**config.mk**
```make
export PLATFORM = sky130hd
export DESIGN_NAME = alsu_core
export DESIGN_NICKNAME = d
export VERILOG_FILES = /design/src/rtl/alsu_pkg.sv /design/src/rtl/alsu_arith.sv /design/src/rtl/alsu_logic.sv /design/src/rtl/alsu_shift.sv /design/src/rtl/alsu_core.sv
export SDC_FILE = /design/constraint.sdc
export NUM_CORES = 1
export LEC_CHECK = 0
export ABC_CLOCK_PERIOD_IN_PS = 2600
export BUFFER_PORTS_ARGS = -buffer_cell sky130_fd_sc_hd__buf_2
export CAP_MARGIN = 0
export CORE_UTILIZATION = 42
export DETAILED_ROUTE_END_ITERATION = 10
export GPL_ROUTABILITY_DRIVEN = 1
export GPL_TIMING_DRIVEN = 0
export PLACE_DENSITY_LB_ADDON = 0.05
export SKIP_LAST_GASP = 1
export SLEW_MARGIN = 20
export SYNTH_ARGS = -nofsm -noshare
export SYNTH_HDL_FRONTEND = slang
export SYNTH_SLANG_ARGS = --single-unit
```
**constraint.sdc**
```tcl
create_clock -name clk -period 2.6 [get_ports clk]
set_clock_uncertainty 0.1 [all_clocks]
set_input_delay 0.52 -clock clk [delete_from_list [all_inputs] [get_ports clk]]
set_output_delay 0.52 -clock clk [all_outputs]
set_load 0.005 [all_outputs]
```
**src/rtl/alsu_pkg.sv**
```systemverilog
package alsu_pkg;

    localparam int SEL_W = 4;

    // Path chosen by the upper select bits
    typedef enum logic [1:0] {
        PATH_ARITH = 2'b00,
        PATH_LOGIC = 2'b01,
        PATH_SHR   = 2'b10,
        PATH_SHL   = 2'b11
    } path_e;

    // Second adder operand chosen by the lower select bits
    typedef enum logic [1:0] {
        YSRC_ZERO = 2'b00,
        YSRC_B    = 2'b01,
        YSRC_NOTB = 2'b10,
        YSRC_ONES = 2'b11
    } ysrc_e;

    // Bitwise function chosen by the lower select bits
    typedef enum logic [1:0] {
        LOP_AND  = 2'b00,
        LOP_OR   = 2'b01,
        LOP_XOR  = 2'b10,
        LOP_NOTA = 2'b11
    } lop_e;

endpackage

```
**src/rtl/alsu_arith.sv**
```systemverilog
module alsu_arith
    import alsu_pkg::*;
#(
    parameter int WIDTH = 8
) (
    input  logic [1:0]       op,
    input  logic             cin,
    input  logic [WIDTH-1:0] a,
    input  logic [WIDTH-1:0] b,
    output logic [WIDTH-1:0] sum,
    output logic             carry
);

    localparam int SUM_W = WIDTH + 1;

    logic [WIDTH-1:0] y_opnd;
    logic [SUM_W-1:0] total;

    // Second operand selection feeding the single adder
    always_comb begin
        unique case (ysrc_e'(op))
            YSRC_ZERO: y_opnd = '0;
            YSRC_B:    y_opnd = b;
            YSRC_NOTB: y_opnd = ~b;
            YSRC_ONES: y_opnd = '1;
            default:   y_opnd = '0;
        endcase
    end

    always_comb begin
        total = {1'b0, a} + {1'b0, y_opnd} + {{(SUM_W-1){1'b0}}, cin};
        sum   = total[WIDTH-1:0];
        carry = total[WIDTH];
    end

endmodule

```
**src/rtl/alsu_logic.sv**
```systemverilog
module alsu_logic
    import alsu_pkg::*;
#(
    parameter int WIDTH = 8
) (
    input  logic [1:0]       op,
    input  logic [WIDTH-1:0] a,
    input  logic [WIDTH-1:0] b,
    output logic [WIDTH-1:0] y
);

    // Bitwise function selection
    always_comb begin
        unique case (lop_e'(op))
            LOP_AND:  y = a & b;
            LOP_OR:   y = a | b;
            LOP_XOR:  y = a ^ b;
            LOP_NOTA: y = ~a;
            default:  y = '0;
        endcase
    end

endmodule

```
**src/rtl/alsu_shift.sv**
```systemverilog
module alsu_shift #(
    parameter int WIDTH = 8
) (
    input  logic [WIDTH-1:0] a,
    output logic [WIDTH-1:0] shr_y,
    output logic [WIDTH-1:0] shl_y
);

    // One-position shifts with zero fill at the vacated end
    for (genvar i = 0; i < WIDTH; i++) begin : g_bit
        if (i == WIDTH - 1) begin : g_top
            assign shr_y[i] = 1'b0;
        end else begin : g_top_n
            assign shr_y[i] = a[i+1];
        end
        if (i == 0) begin : g_bot
            assign shl_y[i] = 1'b0;
        end else begin : g_bot_n
            assign shl_y[i] = a[i-1];
        end
    end

endmodule

```
**src/rtl/alsu_core.sv**
```systemverilog
module alsu_core
    import alsu_pkg::*;
#(
    parameter int WIDTH = 8
) (
    input  logic             clk,
    input  logic             rst_n,
    input  logic             load_en,
    input  logic [3:0]       sel,
    input  logic             carry_in,
    input  logic [WIDTH-1:0] a_in,
    input  logic [WIDTH-1:0] b_in,
    output logic [WIDTH-1:0] f_q,
    output logic             cout_q
);

    typedef struct packed {
        logic [WIDTH-1:0] f;
        logic             cout;
    } dest_t;

    dest_t state_d, state_q;

    logic [WIDTH-1:0] arith_y, logic_y, shr_y, shl_y;
    logic             arith_c;
    path_e            path;

    assign path = path_e'(sel[3:2]);

    alsu_arith #(.WIDTH(WIDTH)) i_arith (
        .op    (sel[1:0]),
        .cin   (carry_in),
        .a     (a_in),
        .b     (b_in),
        .sum   (arith_y),
        .carry (arith_c)
    );

    alsu_logic #(.WIDTH(WIDTH)) i_logic (
        .op (sel[1:0]),
        .a  (a_in),
        .b  (b_in),
        .y  (logic_y)
    );

    alsu_shift #(.WIDTH(WIDTH)) i_shift (
        .a     (a_in),
        .shr_y (shr_y),
        .shl_y (shl_y)
    );

    // Next-state: final path merge and load control
    always_comb begin
        state_d = state_q;
        if (load_en) begin
            unique case (path)
                PATH_ARITH: begin
                    state_d.f    = arith_y;
                    state_d.cout = arith_c;
                end
                PATH_LOGIC: begin
                    state_d.f    = logic_y;
                    state_d.cout = 1'b0;
                end
                PATH_SHR: begin
                    state_d.f    = shr_y;
                    state_d.cout = 1'b0;
                end
                PATH_SHL: begin
                    state_d.f    = shl_y;
                    state_d.cout = 1'b0;
                end
                default: begin
                    state_d.f    = '0;
                    state_d.cout = 1'b0;
                end
            endcase
        end
    end

    always_ff @(posedge clk) begin
        if (!rst_n) begin
            state_q <= '0;
        end else begin
            state_q <= state_d;
        end
    end

    assign f_q    = state_q.f;
    assign cout_q = state_q.cout;

    p_hold_r8: assert property (@(posedge clk) disable iff (!rst_n)
        !load_en |=> ($stable(f_q) && $stable(cout_q)));

    p_cout_zero_r7: assert property (@(posedge clk) disable iff (!rst_n)
        (load_en && sel[3:2] != 2'b00) |=> !cout_q);

    p_shr_fill_r5: assert property (@(posedge clk) disable iff (!rst_n)
        (load_en && sel[3:2] == 2'b10) |=> !f_q[WIDTH-1]);

    p_shl_fill_r6: assert property (@(posedge clk) disable iff (!rst_n)
        (load_en && sel[3:2] == 2'b11) |=> !f_q[0]);

    p_transfer_r2: assert property (@(posedge clk) disable iff (!rst_n)
        (load_en && sel == 4'b0011 && carry_in) |=> (f_q == $past(a_in) && cout_q));

endmodule

```
==> results of run 1 <==
==> cell type report <==
cell class / count / share of cell area, %
Multi-Input combinational cell: 153 / 65.3
Sequential cell: 9 / 10.4
Timing Repair Buffer: 34 / 10.3
Inverter: 29 / 6.52
Tap cell: 44 / 3.19
Buffer: 7 / 2.75
Clock buffer: 4 / 1.52
==> cells by family after synthesis <==
| kind of cell | Yosys count |
|---|---|
| fa+ha+maj | 25 |
| simple gates | 49 |
| xor+xnor | 4 |
| mux | 7 |
| compound gates | 68 |
| flops | 9 |
| buf+inv | 37 |
==> registers in the layout, indices dropped and copies added, names as in the netlist <==
name and flops:
f_q 8, cout_q 1
==> worst paths after layout <==
check	to	startpoint	slack, ns
setup / recovery	f_q[6]	sel[1]	0.11
setup reg to reg	f_q[2]	f_q[2]	1.57
hold / removal	f_q[0]	f_q[0]	0.40
hold reg to reg	f_q[0]	f_q[0]	0.40
==> routing by layer <==
| metal | global-route usage [%] | part of all wire (%) | vias to the layer above |
|---|---|---|---|
| met3 | 1.71 | 6.0 | 4 |
| met2 | 43.2 | 49 | 54 |
| met4 | 6.82 | 0.70 | 0 |
| li1 | - | - | 783 |
| met5 | 0 | 0 | - |
| met1 | 31.7 | 45 | 701 |
==> timing repair <==
action                                 in CTS  in global routing
buffers inserted                            0                  3
gates resized for setup                     1                  6
endpoints found under the hold margin       0                  0
pin swaps                                   0                  2
setup endpoints to repair                   4                  4
==> layout by cell type (no fill, tap or decap), types with 2 or more instances in the layout <==
cell type,instances
nand2_1,22
o22ai_1,2
clkbuf_1,3
a211oi_2,2
nand3_1,4
dfxtp_1,9
a221oi_1,2
ha_1,23
xor2_1,3
or3_1,4
o211ai_1,5
inv_1,28
a211oi_1,5
buf_4,3
o21ai_0,18
nor3_1,2
clkbuf_4,3
buf_2,35
nor2_1,13
a21oi_1,17
a21o_1,2
a31oi_1,4
mux2i_1,5
==> worst max-delay path, stage by stage <==
cell,delay (ns)
buf_2,0.14
clkinvlp_4,0.11
o21ai_2,0.18
fa_2,0.26
inv_1,0.06
fa_1,0.40
nand2b_1,0.21
a211oi_2,0.30
nor3_1,0.10
a41oi_1,0.16
and3_1,0.17
==> power by group through the flow <==
stage	Combinational, W	Sequential (W)	Clock [W]
floorplan	0.000179	0.000159	0
global placement	0.000261	0.000158	0
detailed placement	0.000270	0.000159	0
CTS	0.000270	0.000156	0.000123
global route	0.000314	0.000156	0.000127
finish	0.000280	0.000155	0.000119
==> through the flow <==
| stage | instances | instance area, um^2 | setup WS, ns |
|---|---|---|---|
| 2_1_floorplan | 199 | 1460 | 0.0363 |
| 6_report | 280 | 1730 | 0.111 |
| 5_1_grt | 280 | 1730 | 0.0175 |
| 3_5_place_dp | 274 | 1670 | -0.501 |
| 3_3_place_gp | 274 | 1670 | -0.449 |
| 4_1_cts | 277 | 1690 | 0.0394 |
==> impl_results.md, run 1 <==
- Total GRT Usage: around 24%
- Fmax: 402 MHz
- Peak supply drop: 134 uV
- Initial DRC count: just under 80
- Post-synthesis simple-gate area fraction: between 10% and 20%
- CP required: around 2.7 ns
- Compound-cell area share of the yosys netlist: between 30 and 40%
- Die height: roughly 61 um
- Total area of sequential cells: 180 um^2
- Routed length per placed instance: 14.8 um
- RSZ-0062 raised after global routing: false
- Deepest clock path buffer count: 2
- DR pass1 iterations: 4
- Yosys reg bits: 9
- First-pass GRT wire length: 6.62 mm
- Fin crit period: 2.49 ns
- Skew-Pair Late Insertion Delay: 0.27 ns
- Final hold vios: 0
- Syn-to-layout area delta: 19.2%
- R2R depth: 3
- Final max-slew violation count: 0
- I/O Buffers: 31
- Ys flop type: dfxtp_1
- Xor/xnor cell area share of the yosys netlist: ~2.4%
- WHS: 0.403 ns
- PD cells: approximately 320 nW/um^2
- Post-synth EDFFs: 0
- Startpoint types: input pin
- Ys Warns: 0
- Initial core utilization: between 40% and 50%
- Clock Sinks: 9
- Post-synth top area cell: ha_1
- CTS buffer count: 3
- Clock power frac: about a fifth
- IO Pins: 33
- Post-route ant nets: 0
- Tcrit/Tclk final: 95.7%
- Share of cells above drive strength 1: 21.2%
- Largest family of logic cells by synthesized area: compound AO/OA/AOI/OAI gates
- Worst-path maximum fanout: 4
- Least-Margin Pin Slew: roughly 0.46 ns
- GPL Wtd Cong: ~0.83
- CP arrival: approximately 2.6 ns
- Residual DRC count: 0
- Reg power frac: around 28%
- FILL cells: around 330
- # hold bufs at CTS: 0
- Die width: slightly above 60 um
- CP endpoint kind: register
- Sum Neg Setup Slack: 0 ns
- Synth Instances: 199
- CTS tree: done
- Largest net degree at the start of global routing: 20
- Ys async rst share: 0%
- Placed wire-length estimate: about 3.4 mm
- PnR Total Power: around 0.00055 W
- Most frequent cell after synthesis: inv_1
- Drt total wl: around 4.1 mm
- H-tree depth: 1
- Seq/Total Area, Yosys: approximately 12%
- Syn nets: about 250
- GRT overflow: 0
- Core area: 3150 um^2
- Mux contribution to synthesized area: 6.82%
- Antenna violations before repair: 0
- Vias per inst: 5.51
- Relative slew slack: between 60% and 70%
- Post-Syn Area per Cell: 7.29 um^2
- Leading post-synthesis cells by cell area: ha_1 (20%), dfxtp_1 (12%), inv_1 (7.5%)
- Root buffer cell: clkbuf_4
- Top post-synthesis cells by count: inv_1 (29), ha_1 (23), nand2_1 (22)
- Fin util: 54.8%
- Antenna diodes: 0
- Synth unique cells: 40
- Full die area: approximately 3700 um^2
- Area of the multi-input gates: between 1000 and 1500 um^2
- # rows: 20
- Nets: 286
- Min-Delay Path Class: register to register
- Int Pwr: ~0.00033 W
- Post-synthesis adder-cell area fraction: 22.6%
- Max-cap violations: 0
- Crit Path Class: input pin to register
- Comb power frac: 50.5%
- # setup viols final: 0
- Sw frac: between 40% and 50%
- DR vias: 1,542
- Status: finished, final reports clean
- Synth top area share: between 10% and 20%
- Leak: between 0.8 and 0.9 nW
- Vias in the first global route: between 1,000 and 1,500
- Hold path depth: 2
- Register clock-pin slew on the reported worst setup and hold paths: approximately 0.070 ns
- NetSw: about 0.00022 W
- Mapped Area: roughly 1500 um^2
Power figures use the tool's default switching activity.
==> run 2, diff against run 1 <==
- SYNTH_HIERARCHICAL: default -> 1
==> run 2 against run 1 <==
Compared with the run above:
- final cell count down 11%
- fmax down 0.52%
- core utilization down 3.6 points
- sequential share of layout area down 0.81 points
- first-iteration DRC count down 53%
- sequential power about the same
- final area up 8.4%
- synthesized area up 10%
- synthesized cell count down 17%
- critical path type unchanged
- largest power group unchanged
==> impl_results.md, run 2 <==
- Status: finished, final reports clean
- Register clock-pin slew on the reported worst setup and hold paths: 0.04 ns (-0.03 ns)
- PnR Total Power: 0.000623 W (+13%)
- CP bufs+invs: 1 (-2)
- Most frequent cell after synthesis: inv_1
- # rows: 22 (+10%)
- Slowest cell on crit path: fa_2
- Top post-synthesis cells by count: inv_1 (26), ha_1 (23), buf_4 (17)
- CP arrival: 2.53 ns (-0.07 ns)
- RSZ-0062 raised after global routing: false
- Commonest non-fill, non-tap cell in the layout: buf_2
- Worst-path maximum fanout: 9 (+5)
- Ys flop type: dfxtp_1
- I/O Buffers: 31 (unchanged)
- Deepest clock path buffer count: 2 (unchanged)
- Fmax: 400 MHz (-0.52%)
- R2R setup slack: 1.79 ns (+0.22 ns)
- CP required: 2.62 ns (-0.09 ns)
- Core area: 3660 um^2 (+16%)
- Initial core utilization: 43.7% (-2.3 points)
- R2R depth: 2 (-1)
- Crit path from: sel[0]
- CTS buffer count: 3 (unchanged)
- Synth unique cells: 36 (-10%)
- Post-synth top area cell: ha_1
- DR pass1 iterations: 4 (unchanged)
- Residual DRC count: 0 (unchanged)
- Fin crit period: 2.50 ns (+0.0130 ns)
- # setup viols final: 0 (unchanged)
- Die height: 63.7 um (+4.9%)
- Vias per inst: 5.12 (-7.1%)
- GRT overflow: 0 (unchanged)
- Antenna violations before repair: 0 (unchanged)
- Antenna diodes: 0 (unchanged)
- GPL Wtd Cong: 0.766 (-7.2%)
- Largest net degree at the start of global routing: 11 (-45%)
- Crit Path Class: input pin to register
- Ys Warns: 6 (+6)
- Vias in the first global route: 1,211 (-15%)
- Worst Setup EP: cout_q
- Startpoint types: input pin
- Synth Instances: 165 (-17%)
- Synth top area share: 18.0% (-1.9 points)
- Seq/Total Area, Yosys: 11.3% (-1.2 points)
- Root buffer cell: clkbuf_8
- First-pass GRT wire length: 5.43 mm (-18%)
- Share of cells above drive strength 1: 40.3% (+19 points)
- PD cells: 333 nW/um^2 (+3.8%)
- Die width: 63.7 um (+4.9%)
- Drt total wl: 3.32 mm (-20%)
- IO Pins: 33 (unchanged)
- RR Startpoint: cout_q
- CP endpoint kind: register
- Hold_sp: f_q[0]
- Post-Place Setup Slack: -0.330 ns (+0.170 ns)
- # hold bufs at CTS: 0 (unchanged)
- Post-Syn Area per Cell: 9.70 um^2 (+33%)
- Ys async rst share: 0% (unchanged)
- Total GRT Usage: 17.1% (-7.3 points)
- CTS tree: done
- Tcrit/Tclk final: 96.2% (+0.50 points)
- Clock Sinks: 9 (unchanged)
- Leak: 0.952 nW (+11%)
- Critical path's top delay family: adder cells
- FILL cells: 349 (+6.4%)
- Max-cap violations: 0 (unchanged)
- Nets: 251 (-12%)
- Syn-to-layout area delta: 17.0%
- Placed wire-length estimate: 2.75 mm (-18%)
- Area of the multi-input gates: 1140 um^2 (+1.4%)
- Final hold vios: 0 (unchanged)
- Leading post-synthesis cells by cell area: ha_1 (18%), dfxtp_1 (11%), mux4_2 (11%)
- Post-route ant nets: 0 (unchanged)
- Min-Delay Path Class: register to register
- Routed length per placed instance: 13.3 um (-10%)
- Yosys reg bits: 9 (unchanged)
- Total area of sequential cells: 180 um^2 (unchanged)
- Max FFs per register: 8 (unchanged)
- DR vias: 1,274 (-17%)
- Reg2Reg Capture Point: cout_q
- Initial DRC count: 36 (-53%)
- Slowest stage delay, CP: 0.37 ns (-0.03 ns)
- Peak supply drop: 139 uV (+3.6%)
- Post-CTS Setup Bufs: 0 (unchanged)
- Full die area: 4060 um^2 (+10%)
- H-tree depth: 1 (unchanged)
- WP depth: 9 (-2)
- Most frequent cells in the layout: buf_2 (31), inv_1 (26), ha_1 (23)
- Skew-Pair Late Insertion Delay: 0.23 ns (-0.04 ns)
- Critical path, cell by cell: buf_2 > mux2_2 > fa_2 > fa_2 > a21oi_2 > o21a_1 > o21ai_1 > and4bb_2 > o21a_1
- Final max-slew violation count: 0 (unchanged)
- Post-synth EDFFs: 0 (unchanged)
- Mapped Area: 1600 um^2 (+10%)
- Final worst setup slack: 0.0977 ns (-0.0130 ns)
run 2: kinds of logic (layout without fill, tap and decap cells):
group / count (synthesis) / count (layout) / synth area share (%)
other cells: 1 / 2 / 0.234
simple gates: 22 / 22 / 9.70
buf+inv: 49 / 84 / 18.0
mux: 32 / 32 / 26.9
fa+ha+maj: 25 / 25 / 20.5
compound gates: 23 / 23 / 11.3
flops: 9 / 9 / 11.3
xor+xnor: 4 / 4 / 2.19
run 2: routing by layer:
metal  part of all wire (%)  vias up  track usage, %
met1                     48      593            21.9
met2                     47       27            30.2
met4                   0.78        0            4.26
met3                    3.5        3            1.63
met5                      0        -               0
li1                       -      651               -
run 2: repair_timing:
action / CTS / global route
endpoints found under the setup margin: 1 / 1
resized for setup: 2 / 1
pin swaps: 0 / 0
run 2: through the flow:
step / cell area (um^2) / hold WS, ns / util [%] / std cells / setup TNS, ns
after global routing: 1870 / 0.409 / 51.2 / 249 / 0
final: 1870 / 0.399 / 51.2 / 249 / 0
after floorplan: 1610 / 0.385 / - / 166 / 0
after CTS: 1870 / 0.397 / 51.2 / 249 / 0
after global placement: 1820 / 0.379 / 49.8 / 245 / -0.671
after detailed placement: 1820 / 0.385 / 49.8 / 245 / -0.660
run 2: report_power, final:
part | switching (W) | internal [W]
registers | 0.00000577 | 0.000151
logic | 0.000145 | 0.000160
clock network | 0.0000546 | 0.000107
run 2: area by class of cell:
class | count | share of cell area (%)
Clock buffer | 4 | 2.40
Tap cell | 48 | 3.21
Buffer | 22 | 9.95
Multi-Input combinational cell | 108 | 61.1
Inverter | 27 | 5.41
Sequential cell | 9 | 9.62
Timing Repair Buffer | 31 | 8.28
run 2: worst register-to-register path, cell delays in order (launching register included):
cell,delay [ns]
dfxtp_1,0.30
nor2b_1,0.12
o21a_1,0.17
run 2: worst min-delay path by stage:
stage | end | slack (ns) | cells past startpoint
after global routing | f_q[4] | 0.41 | 2
after floorplan | f_q[0] | 0.39 | 2
final | f_q[0] | 0.40 | 2
after CTS | f_q[4] | 0.40 | 2
after detailed placement | f_q[4] | 0.38 | 2
after global placement | f_q[0] | 0.38 | 2
==> run 3, diff against run 2 <==
- CTS_BUF_LIST: default -> sky130_fd_sc_hd__clkbuf_8
==> run 3 against run 2 <==
Compared with the run above:
- sequential cell count did not move
- sequential share of layout area unchanged
- register-to-register slack hardly changed
- sequential power hardly changed
- global-route usage did not move
- clock power about the same
- worst hold slack got worse by 0.00068 ns
- critical path depth did not move
- die area is the same
- final area is the same
- fmax about the same
- critical path type unchanged
- critical endpoint unchanged
- largest cell class unchanged
- largest power group unchanged
- highest routed layer unchanged
==> impl_results.md, run 3 (synthesis results as in run 2) <==
- DR pass1 iterations: 4 (unchanged)
- Startpoint types: input pin
- Finished Cell Area: 1870 um^2 (unchanged)
- Share of cells above drive strength 1: 40.3% (unchanged)
- GRT overflow: 0 (unchanged)
- Max-cap violations: 0 (unchanged)
- Skew-Pair Late Insertion Delay: 0.23 ns (about the same)
- # rows: 22 (unchanged)
- Fmax: 400 MHz (about the same)
- Crit Path Class: input pin to register
- Largest net degree at the start of global routing: 11 (unchanged)
- Antenna violations before repair: 0 (unchanged)
- Status: finished, final reports clean
- Full die area: 4060 um^2 (unchanged)
- RSZ-0062 raised after global routing: false
- WHS: 0.398 ns (-0.000683 ns)
- Clock Sinks: 9 (unchanged)
- Sum Neg Setup Slack: 0 ns (unchanged)
- FILL cells: 349 (unchanged)
- PnR Total Power: 0.000620 W (-0.51%)
- Drt total wl: 3.33 mm (+0.36%)
- DR vias: 1,267 (-0.55%)
- Commonest non-fill, non-tap cell in the layout: buf_2
- # setup viols final: 0 (unchanged)
- Critical path's top delay family: adder cells
- Core area: 3660 um^2 (unchanged)
- Total GRT Usage: 17.1% (unchanged)
- Worst-path maximum fanout: 9 (unchanged)
- Vias per inst: 5.09 (-0.55%)
- CP required: 2.63 ns (about the same)
- Tcrit/Tclk final: 96.2% (about the same)
- Total area of sequential cells: 180 um^2 (unchanged)
- Routed length per placed instance: 13.4 um (+0.36%)
- Fin util: 51.2% (unchanged)
- Critical path, cell by cell: buf_2 > mux2_2 > fa_2 > fa_2 > a21oi_2 > o21a_1 > o21ai_1 > and4bb_2 > o21a_1
- I/O Buffers: 31 (unchanged)
- DP Area: 1820 um^2 (unchanged)
- GPL Wtd Cong: 0.766 (unchanged)
- Slowest stage delay, CP: 0.37 ns (about the same)
- Die height: 63.7 um (unchanged)
- Leak: 0.956 nW (+0.44%)
- # hold bufs at CTS: 0 (unchanged)
- CTS buffer count: 3 (unchanged)
- Most frequent cells in the layout: buf_2 (31), inv_1 (27), ha_1 (23)
- Final max-slew violation count: 0 (unchanged)
- Antenna diodes: 0 (unchanged)
- CTS tree: done
- CP arrival: 2.53 ns (about the same)
- H-tree depth: 1 (unchanged)
- Placed wire-length estimate: 2.75 mm (unchanged)
- IO Pins: 33 (unchanged)
- Initial DRC count: 36 (unchanged)
- Root buffer cell: clkbuf_8
- Die width: 63.7 um (unchanged)
- CP bufs+invs: 1 (unchanged)
- Slowest cell on crit path: fa_2
- Register clock-pin slew on the reported worst setup and hold paths: 0.04 ns (about the same)
- Min-Delay Path Class: register to register
- Vias in the first global route: 1,211 (unchanged)
- Residual DRC count: 0 (unchanged)
- Nets: 251 (unchanged)
- Peak supply drop: 133 uV (-4.2%)
- Post-route ant nets: 0 (unchanged)
- Deepest clock path buffer count: 2 (unchanged)
- Syn-to-layout area delta: 17.0% (unchanged)
- CP endpoint kind: register
- Final hold vios: 0 (unchanged)
- First-pass GRT wire length: 5.43 mm (unchanged)
- Max FFs per register: 8 (unchanged)
- Area of the multi-input gates: 1140 um^2 (unchanged)
- Initial core utilization: 43.7% (unchanged)
- PD cells: 331 nW/um^2 (-0.51%)
- Fin crit period: 2.50 ns (-0.000779 ns)
-- run 3: cell types whose count changed in the layout (fill, tap and decap cells not counted), sizes merged --
| cell | previous run | this run |
|---|---|---|
| inv | 27 | 28 |
| clkbuf | 5 | 4 |
-- run 3: final cells by class --
type                       count  area share, %
clock inverter                 1          0.200
clock buffer                   3           2.20
sequential                     9           9.62
buffer                        22           9.95
tap                           48           3.21
multi-input combinational    108           61.1
inverter                      27           5.41
timing repair buffer          31           8.28
-- run 3: repair_timing --
| action | in CTS | in global routing |
|---|---|---|
| pin swaps | 0 | 0 |
| setup endpoints to repair | 1 | 1 |
| buffers inserted | 0 | 0 |
| endpoints found under the hold margin | 0 | 0 |
| gates resized for setup | 2 | 1 |
-- run 3: where the power goes --
part / switching (W) / internal [W]
logic: 0.000146 / 0.000160
registers: 0.00000577 / 0.000151
clock network: 0.0000551 / 0.000103
-- run 3: metal layers --
metal	global-route usage (%)	vias to the layer above	share of wire (%)
met5	0	-	0
met4	4.26	0	0.81
met1	21.9	590	49
met2	30.2	23	47
li1	-	651	-
met3	1.63	3	2.8
-- run 3: path summary, 6_finish.rpt --
kind	from	endpoint	slack, ns	depth (start not counted)
worst max-delay path	sel[0]	cout_q	0.1	9
worst min-delay path	f_q[0]	f_q[0]	0.40	2
worst max register to register	cout_q	cout_q	1.79	2
worst min register to register	f_q[0]	f_q[0]	0.40	2
-- run 3: worst register-to-register path, delay by kind of cell, from the launching register on --
kind            cells  cell delay, ns
flops               1            0.30
simple gates        1            0.12
compound gates      1            0.17
-- run 3: metrics by stage --
stage	std cells	setup slack, ns
final	249	0.0985
after global routing	249	0.0192
after CTS	249	0.0232
after detailed placement	245	-0.330
after global placement	245	-0.335
after floorplan	166	0.00514
